### src/rtl/pdm_dac_pkg.sv
package pdm_dac_pkg;

    // modulator operating mode
    typedef enum logic {
        MS_TRACK    = 1'b0,
        MS_SATURATE = 1'b1
    } mod_state_t;

    // half-rate step phase
    typedef enum logic {
        PH_IDLE = 1'b0,
        PH_FIRE = 1'b1
    } phase_t;

endpackage

### src/rtl/pdm_rate_gen.sv
module pdm_rate_gen
    import pdm_dac_pkg::*;
(
    input  logic clk,
    input  logic rst_n,
    input  logic rate_full,
    output logic step
);

    phase_t phase_q;
    phase_t phase_d;

    // state register
    always_ff @(posedge clk) begin
        if (!rst_n) begin
            phase_q <= PH_IDLE;
        end else begin
            phase_q <= phase_d;
        end
    end

    // next phase: alternate every master clock
    always_comb begin
        phase_d = phase_q;
        unique case (phase_q)
            PH_IDLE: phase_d = PH_FIRE;
            PH_FIRE: phase_d = PH_IDLE;
            default: phase_d = PH_IDLE;
        endcase
    end

    // output: every clock at full rate, fire phase only at half rate
    always_comb begin
        step = rate_full || (phase_q == PH_FIRE);
    end

endmodule

### src/rtl/pdm_ctrl_regs.sv
module pdm_ctrl_regs #(
    parameter int DATA_W  = 16,
    parameter int MAG_W   = 10,
    parameter int MAG_LSB = 3,
    parameter int GUARD_W = 2
) (
    input  logic              clk,
    input  logic              rst_n,
    input  logic              data_we,
    input  logic [DATA_W-1:0] data_in,
    input  logic              fmt_we,
    input  logic              fmt_in,
    input  logic              rate_we,
    input  logic              rate_in,
    output logic [MAG_W-1:0]  mag,
    output logic              sat_req,
    output logic              fmt_alt,
    output logic              rate_full
);

    localparam int GUARD_LSB = MAG_LSB + MAG_W;
    localparam int TOP_USED  = GUARD_LSB + GUARD_W;

    logic [DATA_W-1:0]  data_q;
    logic [GUARD_W-1:0] guard;
    logic               unused_fields;

    always_ff @(posedge clk) begin
        if (!rst_n) begin
            data_q    <= '0;
            fmt_alt   <= 1'b0;
            rate_full <= 1'b0;
        end else begin
            if (data_we) begin
                data_q <= data_in;
            end
            if (fmt_we) begin
                fmt_alt <= fmt_in;
            end
            if (rate_we) begin
                rate_full <= rate_in;
            end
        end
    end

    always_comb begin
        mag     = data_q[MAG_LSB +: MAG_W];
        guard   = data_q[GUARD_LSB +: GUARD_W];
        sat_req = !fmt_alt && (|guard);
    end

    // bits outside the magnitude and guard fields carry nothing
    assign unused_fields = ^{data_q[DATA_W-1:TOP_USED], data_q[MAG_LSB-1:0]};

endmodule

### src/rtl/pdm_modulator.sv
module pdm_modulator
    import pdm_dac_pkg::*;
#(
    parameter int MAG_W = 10
) (
    input  logic             clk,
    input  logic             rst_n,
    input  logic             step,
    input  logic [MAG_W-1:0] mag,
    input  logic             sat_req,
    output logic             pdm_out,
    output mod_state_t       state,
    output logic [MAG_W-1:0] acc
);

    localparam int SUM_W = MAG_W + 1;

    mod_state_t       state_q;
    mod_state_t       state_d;
    logic [MAG_W-1:0] acc_q;
    logic [MAG_W-1:0] base;
    logic [SUM_W-1:0] sum;

    // state register
    always_ff @(posedge clk) begin
        if (!rst_n) begin
            state_q <= MS_TRACK;
        end else begin
            state_q <= state_d;
        end
    end

    // transitions, evaluated only on a PDM step
    always_comb begin
        state_d = state_q;
        if (step) begin
            unique case (state_q)
                MS_TRACK:    if (sat_req)  state_d = MS_SATURATE;
                MS_SATURATE: if (!sat_req) state_d = MS_TRACK;
                default:     state_d = MS_TRACK;
            endcase
        end
    end

    // remainder restarts from zero on the step that leaves saturation
    always_comb begin
        base = (state_q == MS_SATURATE) ? '0 : acc_q;
        sum  = {1'b0, base} + {1'b0, mag};
    end

    // outputs: carry bit or full drive, updated on steps only
    always_ff @(posedge clk) begin
        if (!rst_n) begin
            pdm_out <= 1'b0;
            acc_q   <= '0;
        end else if (step) begin
            if (sat_req) begin
                pdm_out <= 1'b1;
            end else begin
                pdm_out <= sum[MAG_W];
                acc_q   <= sum[MAG_W-1:0];
            end
        end
    end

    assign state = state_q;
    assign acc   = acc_q;

endmodule

### src/rtl/pdm_dac_stage.sv
module pdm_dac_stage
    import pdm_dac_pkg::*;
#(
    parameter int DATA_W  = 16,
    parameter int MAG_W   = 10,
    parameter int MAG_LSB = 3,
    parameter int GUARD_W = 2
) (
    input  logic              clk,
    input  logic              rst_n,
    input  logic              data_we,
    input  logic [DATA_W-1:0] data_in,
    input  logic              fmt_we,
    input  logic              fmt_in,
    input  logic              rate_we,
    input  logic              rate_in,
    output logic              pdm_tick,
    output logic              pdm_out
);

    logic [MAG_W-1:0] mag;
    logic             sat_req;
    logic             fmt_alt_q;
    logic             rate_full_q;
    mod_state_t       mod_state;
    logic [MAG_W-1:0] acc_q;

    pdm_ctrl_regs #(
        .DATA_W  (DATA_W),
        .MAG_W   (MAG_W),
        .MAG_LSB (MAG_LSB),
        .GUARD_W (GUARD_W)
    ) u_regs (
        .clk       (clk),
        .rst_n     (rst_n),
        .data_we   (data_we),
        .data_in   (data_in),
        .fmt_we    (fmt_we),
        .fmt_in    (fmt_in),
        .rate_we   (rate_we),
        .rate_in   (rate_in),
        .mag       (mag),
        .sat_req   (sat_req),
        .fmt_alt   (fmt_alt_q),
        .rate_full (rate_full_q)
    );

    pdm_rate_gen u_rate (
        .clk       (clk),
        .rst_n     (rst_n),
        .rate_full (rate_full_q),
        .step      (pdm_tick)
    );

    pdm_modulator #(
        .MAG_W (MAG_W)
    ) u_mod (
        .clk     (clk),
        .rst_n   (rst_n),
        .step    (pdm_tick),
        .mag     (mag),
        .sat_req (sat_req),
        .pdm_out (pdm_out),
        .state   (mod_state),
        .acc     (acc_q)
    );

endmodule

### config.mk
export PLATFORM = sky130hd
export DESIGN_NAME = pdm_dac_stage
export DESIGN_NICKNAME = d
export VERILOG_FILES = /design/src/rtl/pdm_dac_pkg.sv /design/src/rtl/pdm_rate_gen.sv /design/src/rtl/pdm_ctrl_regs.sv /design/src/rtl/pdm_modulator.sv /design/src/rtl/pdm_dac_stage.sv
export SDC_FILE = /design/constraint.sdc
export NUM_CORES = 1
export LEC_CHECK = 0
export ABC_AREA = 1
export BUFFER_PORTS_ARGS = -buffer_cell sky130_fd_sc_hd__buf_2
export CAP_MARGIN = 30
export CORE_UTILIZATION = 55
export DETAILED_ROUTE_END_ITERATION = 6
export HOLD_SLACK_MARGIN = 0.1
export PLACE_DENSITY = 0.81
export SYNTH_ARGS = -nofsm -noshare
export SYNTH_HDL_FRONTEND = slang
export SYNTH_SLANG_ARGS = --single-unit
### constraint.sdc
create_clock -name clk -period 2.4 [get_ports clk]
set_input_delay 0 -clock clk [delete_from_list [all_inputs] [get_ports clk]]
set_output_delay 0 -clock clk [all_outputs]
set_load 0.02 [all_outputs]
==> results.cfg, run 1 <==
[status]
status = complete, no violations

[sta]
setup_slack_ns = 0.349
fin_crit_sh = 0.854
max_freq_mhz = 488
setup_tns_ns = 0
rsz0062_at_grt = false
drv_slew = 0
relSlewSlack = 0.733
setup_viol = 0
finalHoldViolations = 0
worst_slew_pin_slew_ns = 0.400
fin_crit_ns = 2.05
skew_ns = 0.0238

[synthesis]
synth-compound-area-share = 0.125
synth_area_leader_cell = dfxtp_1
syn_nets = 249
yosysWarnings = 0
avgSynthCellArea_um2 = 6.88
ys_seq_area_frac = 0.365
synth_area_leaders = dfxtp_1 37%, nor2_1 12%, nand2_1 11%, ha_1 8.5%, inv_1 6.6%
async_flop_share = 0
synth_cells = 215
muxShareOfSynthArea = 0
netlist-cell-type-count = 26
synth_most_common_cell = nor2_1
synth_edf_count = 0
synth-seq-cells = 27
synth_xor_area_frac = 0.0118
synth_area_mm2 = 0.00148
synth-simple-area-share = 0.314
synth_top_family_by_area = simple AND/OR/NAND/NOR gates
synth_commonest_cells = 48 x nor2_1, 43 x nand2_1, 27 x dfxtp_1, 26 x inv_1, 16 x o21ai_0
yosysTopAreaCellShare = 0.365
yosys.area_share.adder = 0.0981
synthFlopType = dfxtp_1

[drt]
drt-total-wl_mm = 4.35
routed_via_density = 5.46
dr.pass1.iters = 4
first_iter_violations = 76
antenna_left = 0
wl_per_cell_um = 14.8
num_vias = 1604
drc = 0

[floorplan]
start_util = 0.592
die_area_mm2 = 0.00290
core-area_mm2 = 0.00250
fp.dieH_um = 53.9
io_pins = 25
die_w_um = 53.9
fp-row-count = 18

[critical_path]
cpMostUsedCell = nand2_1
cp_cell_sequence = nor2_1, ha_1, inv_1, fa_1, o21ai_2, nand2_1, nand2_1, nand2_1, nand3_1, nand2_1
worstSetupEndpointType = register
startpoint = u_mod.state
slowest_delay_ns = 0.46
worstSetupStartpointType = register
path_class = register to register
worstReg2RegStart = u_mod.state
arrival_ns = 2.30
required_ns = 2.65
worst-path-max-fanout = 11
crit_path_top_delay_cell = dfxtp_1

[placed_design]
hpwlAfterDp_mm = 2.08
pre_cts_slack_ns = 0.465
io_buffers = 20
gp_congestion = 0.834
dpl_cell_area_mm2 = 0.00160
dp.cells = 261

[global_route]
grt_pass1_wl_mm = 7.26
grt_usage = 0.357
antenna_found_initial = 0
grt_max_degree = 18
grt_pass1_vias = 1568
grt_overflow = 0

[clock_network]
h-tree-depth = 1
insertion_delay_ns = 0.35
cts_buffers = 3
cts.path.max_buffers = 2
cts_tree = built
cts_root_buf = clkbuf_4
clock_sinks = 27
path_clk_slew_ns = 0.16
cts_resized = 0

[cells_and_area]
layout.cells.non_filler = 294
design_area_mm2 = 0.00192
diodes = 0
drive_gt1_frac = 0.144
fillCellCount = 157
fin_nets = 299
areaGrowthSynthToFinish_pct = 29.7

[power]
ir_drop_uv = 448
p_leak_uw = 0.000966
powerDensity_mw_per_mm2 = 499

[flow_run]
maxCapViolations = 0

[worst_hold_path]
min_path_type = input pin to register
hold_start = data_we
-- kinds of logic (layout without fill, tap and decap cells) --
logic type	count (synthesis)	count (layout)
xor gates and xnor gates	2	2
AOI/OAI and AO/OA	32	32
adders and majority gates	11	11
DFF	27	27
and+or+nand+nor	109	109
buffers and inverters	34	83
-- worst max-delay path: cells and delay by family, from the launching register on --
family                   cells  cell delay (ns)
AO/OA/AOI/OAI                1             0.26
buffers and inverters        1             0.07
flip-flops                   1             0.46
AND/OR/NAND/NOR              6             0.54
adder cells (fa/ha/maj)      2             0.64
-- cell type report --
class	instances	area, um2	share of cell area
clock buffers	4	26.3	0.0137
repair buffers	49	390	0.203
flip-flops and latches	27	541	0.282
inverters	30	113	0.0587
well taps	30	37.5	0.0196
multi-input cells	154	812	0.423
-- routing by layer --
metal  wire, um  global-route usage
met1       1940               0.440
met2       2030               0.601
met3        248              0.0565
met4        133               0.167
met5          0                   0
-- placed cells by master, fill, tap and decap left out --
master,n
inv_1,26
inv_2,4
nand3b_1,3
nand2_1,43
o21ai_1,1
a21oi_1,5
or2_1,1
buf_2,20
clkbuf_1,1
dlygate4sd3_1,29
a211oi_1,1
xor2_1,1
a21o_1,1
dfxtp_1,27
nand2_2,4
clkbuf_4,3
fa_1,1
nand3_2,1
ha_1,10
o22ai_1,4
o21ai_0,16
nand2_4,1
xnor2_1,1
nor2_4,1
nand3_1,6
o21ai_2,2
nor2_1,48
nand4_1,1
a21oi_2,2
-- flip-flops by register name, summed over array words and instances, names as in the netlist --
name and cells:
u_mod.acc 10, u_mod.pdm_out 1, u_mod.state 1, u_rate.phase_q 1, u_regs.data_q 12, u_regs.fmt_alt 1
u_regs.rate_full 1
-- final timing paths --
path | to | slack [ns] | cells after the start
worst min-delay path | u_regs.data_q[4] | 0.28 | 3
worst min register to register | u_rate.phase_q | 0.46 | 1
worst max-delay path | u_mod.acc[6] | 0.35 | 10
worst max register to register | u_mod.acc[6] | 0.35 | 10
-- power breakdown --
| group | leakage [uW] | internal (uW) | switching, uW | total [uW] |
|---|---|---|---|---|
| combinational | 0.000728 | 106 | 132 | 239 |
| clock | 0.0000150 | 65.5 | 147 | 212 |
| sequential | 0.000223 | 482 | 24.3 | 506 |
| total | 0.000966 | 654 | 304 | 958 |
-- per-stage QoR --
| stage | power, uW | hold WS [ns] | util |
|---|---|---|---|
| final | 958 | 0.277 | 0.768 |
| after global routing | 1000 | 0.341 | 0.768 |
| after CTS | 933 | 0.250 | 0.768 |
| after detailed placement | 691 | 0.193 | 0.641 |
| after global placement | 688 | 0.191 | 0.641 |
| after floorplan | 641 | 0.0935 | - |
-- timing repair --
action,4_1_cts,5_1_grt
hold buffers,29,0
hold endpoints to repair,17,0
setup buffers,0,0
(Power assumes the default switching activity.)
==> run 2: changes to the inputs <==
Settings changed: ABC_AREA 1 to default, CELL_PAD_IN_SITES_DETAIL_PLACEMENT from default to 1, CELL_PAD_IN_SITES_GLOBAL_PLACEMENT from default to 1, CORE_UTILIZATION 55 to 41, SKIP_CTS_REPAIR_TIMING from default to 1.
==> results.cfg, run 2 <==
[status]
status = complete, no violations

[cells_and_area]
areaGrowthSynthToFinish_pct = 22.4
diodes = 0
fin_nets = 240
drive_gt1_frac = 0.151
layout_commonest_cell = nor2_1
largest_register = u_regs.data_q
final_cell_mix = 28 x nor2_1, 26 x dfxtp_1, 20 x buf_2
layout.cells.non_filler = 251
largest_reg_flops = 12

[critical_path]
worst-path-max-fanout = 3
worstSetupStartpointType = register
worstSetupEndpointType = register
cp_top_family = simple AND/OR/NAND/NOR gates
path_buf_inv = 1
path_class = register to register
slowest_delay_ns = 0.40
crit_path_top_delay_cell = fa_1
cp_cell_sequence = nor2b_1, ha_1, inv_1, fa_1, nand2b_1, a211oi_2, nor3_1, or3b_1, a21oi_1
required_ns = 2.68
arrival_ns = 2.52

[drt]
first_iter_violations = 15
drt-total-wl_mm = 3.56
wl_met3_um = 77
wl_met2_mm = 1.84
routed.top_layer = met4
num_vias = 1303
wl_met1_mm = 1.59
drc = 0
wl_per_cell_um = 14.2
routed_via_density = 5.19
dr.pass1.iters = 4
antenna_left = 0

[placed_design]
io_buffers = 20
gp_congestion = 0.839
dp.cells = 230
hpwlAfterDp_mm = 2.53
pre_cts_slack_ns = 0.164

[floorplan]
io_pins = 25
die_w_um = 61.9
core-area_mm2 = 0.00339
die_area_mm2 = 0.00384
start_util = 0.434
fp.dieH_um = 61.9
fp-row-count = 21

[clock_network]
cts_tree = built
cts_buffers = 3
cts_root_buf = clkbuf_4
path_clk_slew_ns = 0.16
clock_sinks = 27
h-tree-depth = 1
cts.path.max_buffers = 2
insertion_delay_ns = 0.34

[sta]
worst_slew_pin_slew_ns = 0.522
fin_crit_ns = 2.24
setup_tns_ns = 0
fin_crit_sh = 0.934
drv_slew = 0
rsz0062_at_grt = false
finalHoldViolations = 0
setup_slack_ns = 0.158
skew_ns = 0.00479
setup_viol = 0
relSlewSlack = 0.651
max_freq_mhz = 446

[synthesis]
yosysWarnings = 0
synth_area_leaders = dfxtp_1 37%, mux2i_1 13%, ha_1 8.5%, nor2_1 7.1%, nor2b_1 3.8%
netlist-cell-type-count = 38
synth_cells = 169
synth_edf_count = 0
avgSynthCellArea_um2 = 8.71
synth_area_leader_cell = dfxtp_1
yosysTopAreaCellShare = 0.367
synth_commonest_cells = 28 x nor2_1, 27 x dfxtp_1, 19 x mux2i_1, 11 x nand2_1
synth-seq-cells = 27
synth_most_common_cell = nor2_1
ys_seq_area_frac = 0.367
syn_nets = 203
synthFlopType = dfxtp_1
async_flop_share = 0
synth_area_mm2 = 0.00147

[global_route]
grt_pass1_wl_mm = 5.39
antenna_found_initial = 0
grt_pass1_vias = 1263
grt_max_degree = 27
grt_usage = 0.192
grt_overflow = 0

[worst_hold_path]
min_path_type = input pin to register

[power]
ir_drop_uv = 279
powerDensity_mw_per_mm2 = 499
p_leak_uw = 0.000850

[flow_run]
maxCapViolations = 0
-- run 2: cell types whose count changed in the layout (fill, tap and decap cells not counted), moves of 5 or more --
cell and change:
nand2_1 -32, inv_1 -21, nor2_1 -20, mux2i_1 +19
o21ai_0 -13, dlygate4sd3_1 -12, nor2b_1 +9, nor3_1 +7
a21oi_1 +5
-- run 2: routing by layer --
metal	track usage	vias up
met4	0.0571	0
met2	0.358	23
li1	-	658
met1	0.231	616
met3	0.0186	6
met5	0	-
-- run 2: worst register-to-register path, cell delays in order (launching register included) --
cell      delay [ns]
dfxtp_1         0.36
nor2b_1         0.15
ha_1            0.20
inv_1           0.07
fa_1            0.40
nand2b_1        0.20
a211oi_2        0.23
nor3_1          0.07
or3b_1          0.37
a21oi_1         0.14
-- run 2: report_power, final --
part / internal (uW) / leakage (uW) / total (uW) / switching, uW
clock: 63.9 / 0.0000139 / 210 / 146
combinational: 92.1 / 0.000614 / 196 / 104
sequential: 477 / 0.000222 / 493 / 16.5
total: 633 / 0.000850 / 900 / 267
-- run 2: worst paths after layout --
check / startpoint / to / slack [ns] / cells after the start
setup / recovery: u_mod.acc[0] / u_mod.acc[8] / 0.16 / 9
hold / removal: data_we / u_regs.data_q[12] / 0.16 / 3
setup reg to reg: u_mod.acc[0] / u_mod.acc[8] / 0.16 / 9
hold reg to reg: u_rate.phase_q / u_rate.phase_q / 0.42 / 1
-- run 2: cells by family after synthesis --
kind of cell             count (synthesis)  share of synthesized area
AO/OA/AOI/OAI                           28                      0.123
XOR/XNOR                                 3                     0.0178
adder cells (fa/ha/maj)                 11                     0.0986
buffers and inverters                   13                     0.0476
flip-flops                              27                      0.367
multiplexers                            19                      0.129
AND/OR/NAND/NOR                         68                      0.217
-- run 2: cell type report --
cell class | instances | area (um2)
fill | 395 | 1590
timing repair buffer | 40 | 293
sequential | 27 | 542
clock buffer | 3 | 22.5
clock inverter | 1 | 7.51
tap | 46 | 57.6
inverter | 5 | 18.8
multi-input combinational | 129 | 862
-- run 2: through the flow --
step	area (um2)	total power [uW]	hold slack, ns	utilization
2_1_floorplan	1470	627	0.147	-
4_1_cts	1630	883	-0.110	0.481
3_3_place_gp	1600	664	0.234	0.472
3_5_place_dp	1600	676	0.248	0.472
5_1_grt	1800	949	0.164	0.532
6_report	1800	900	0.155	0.532
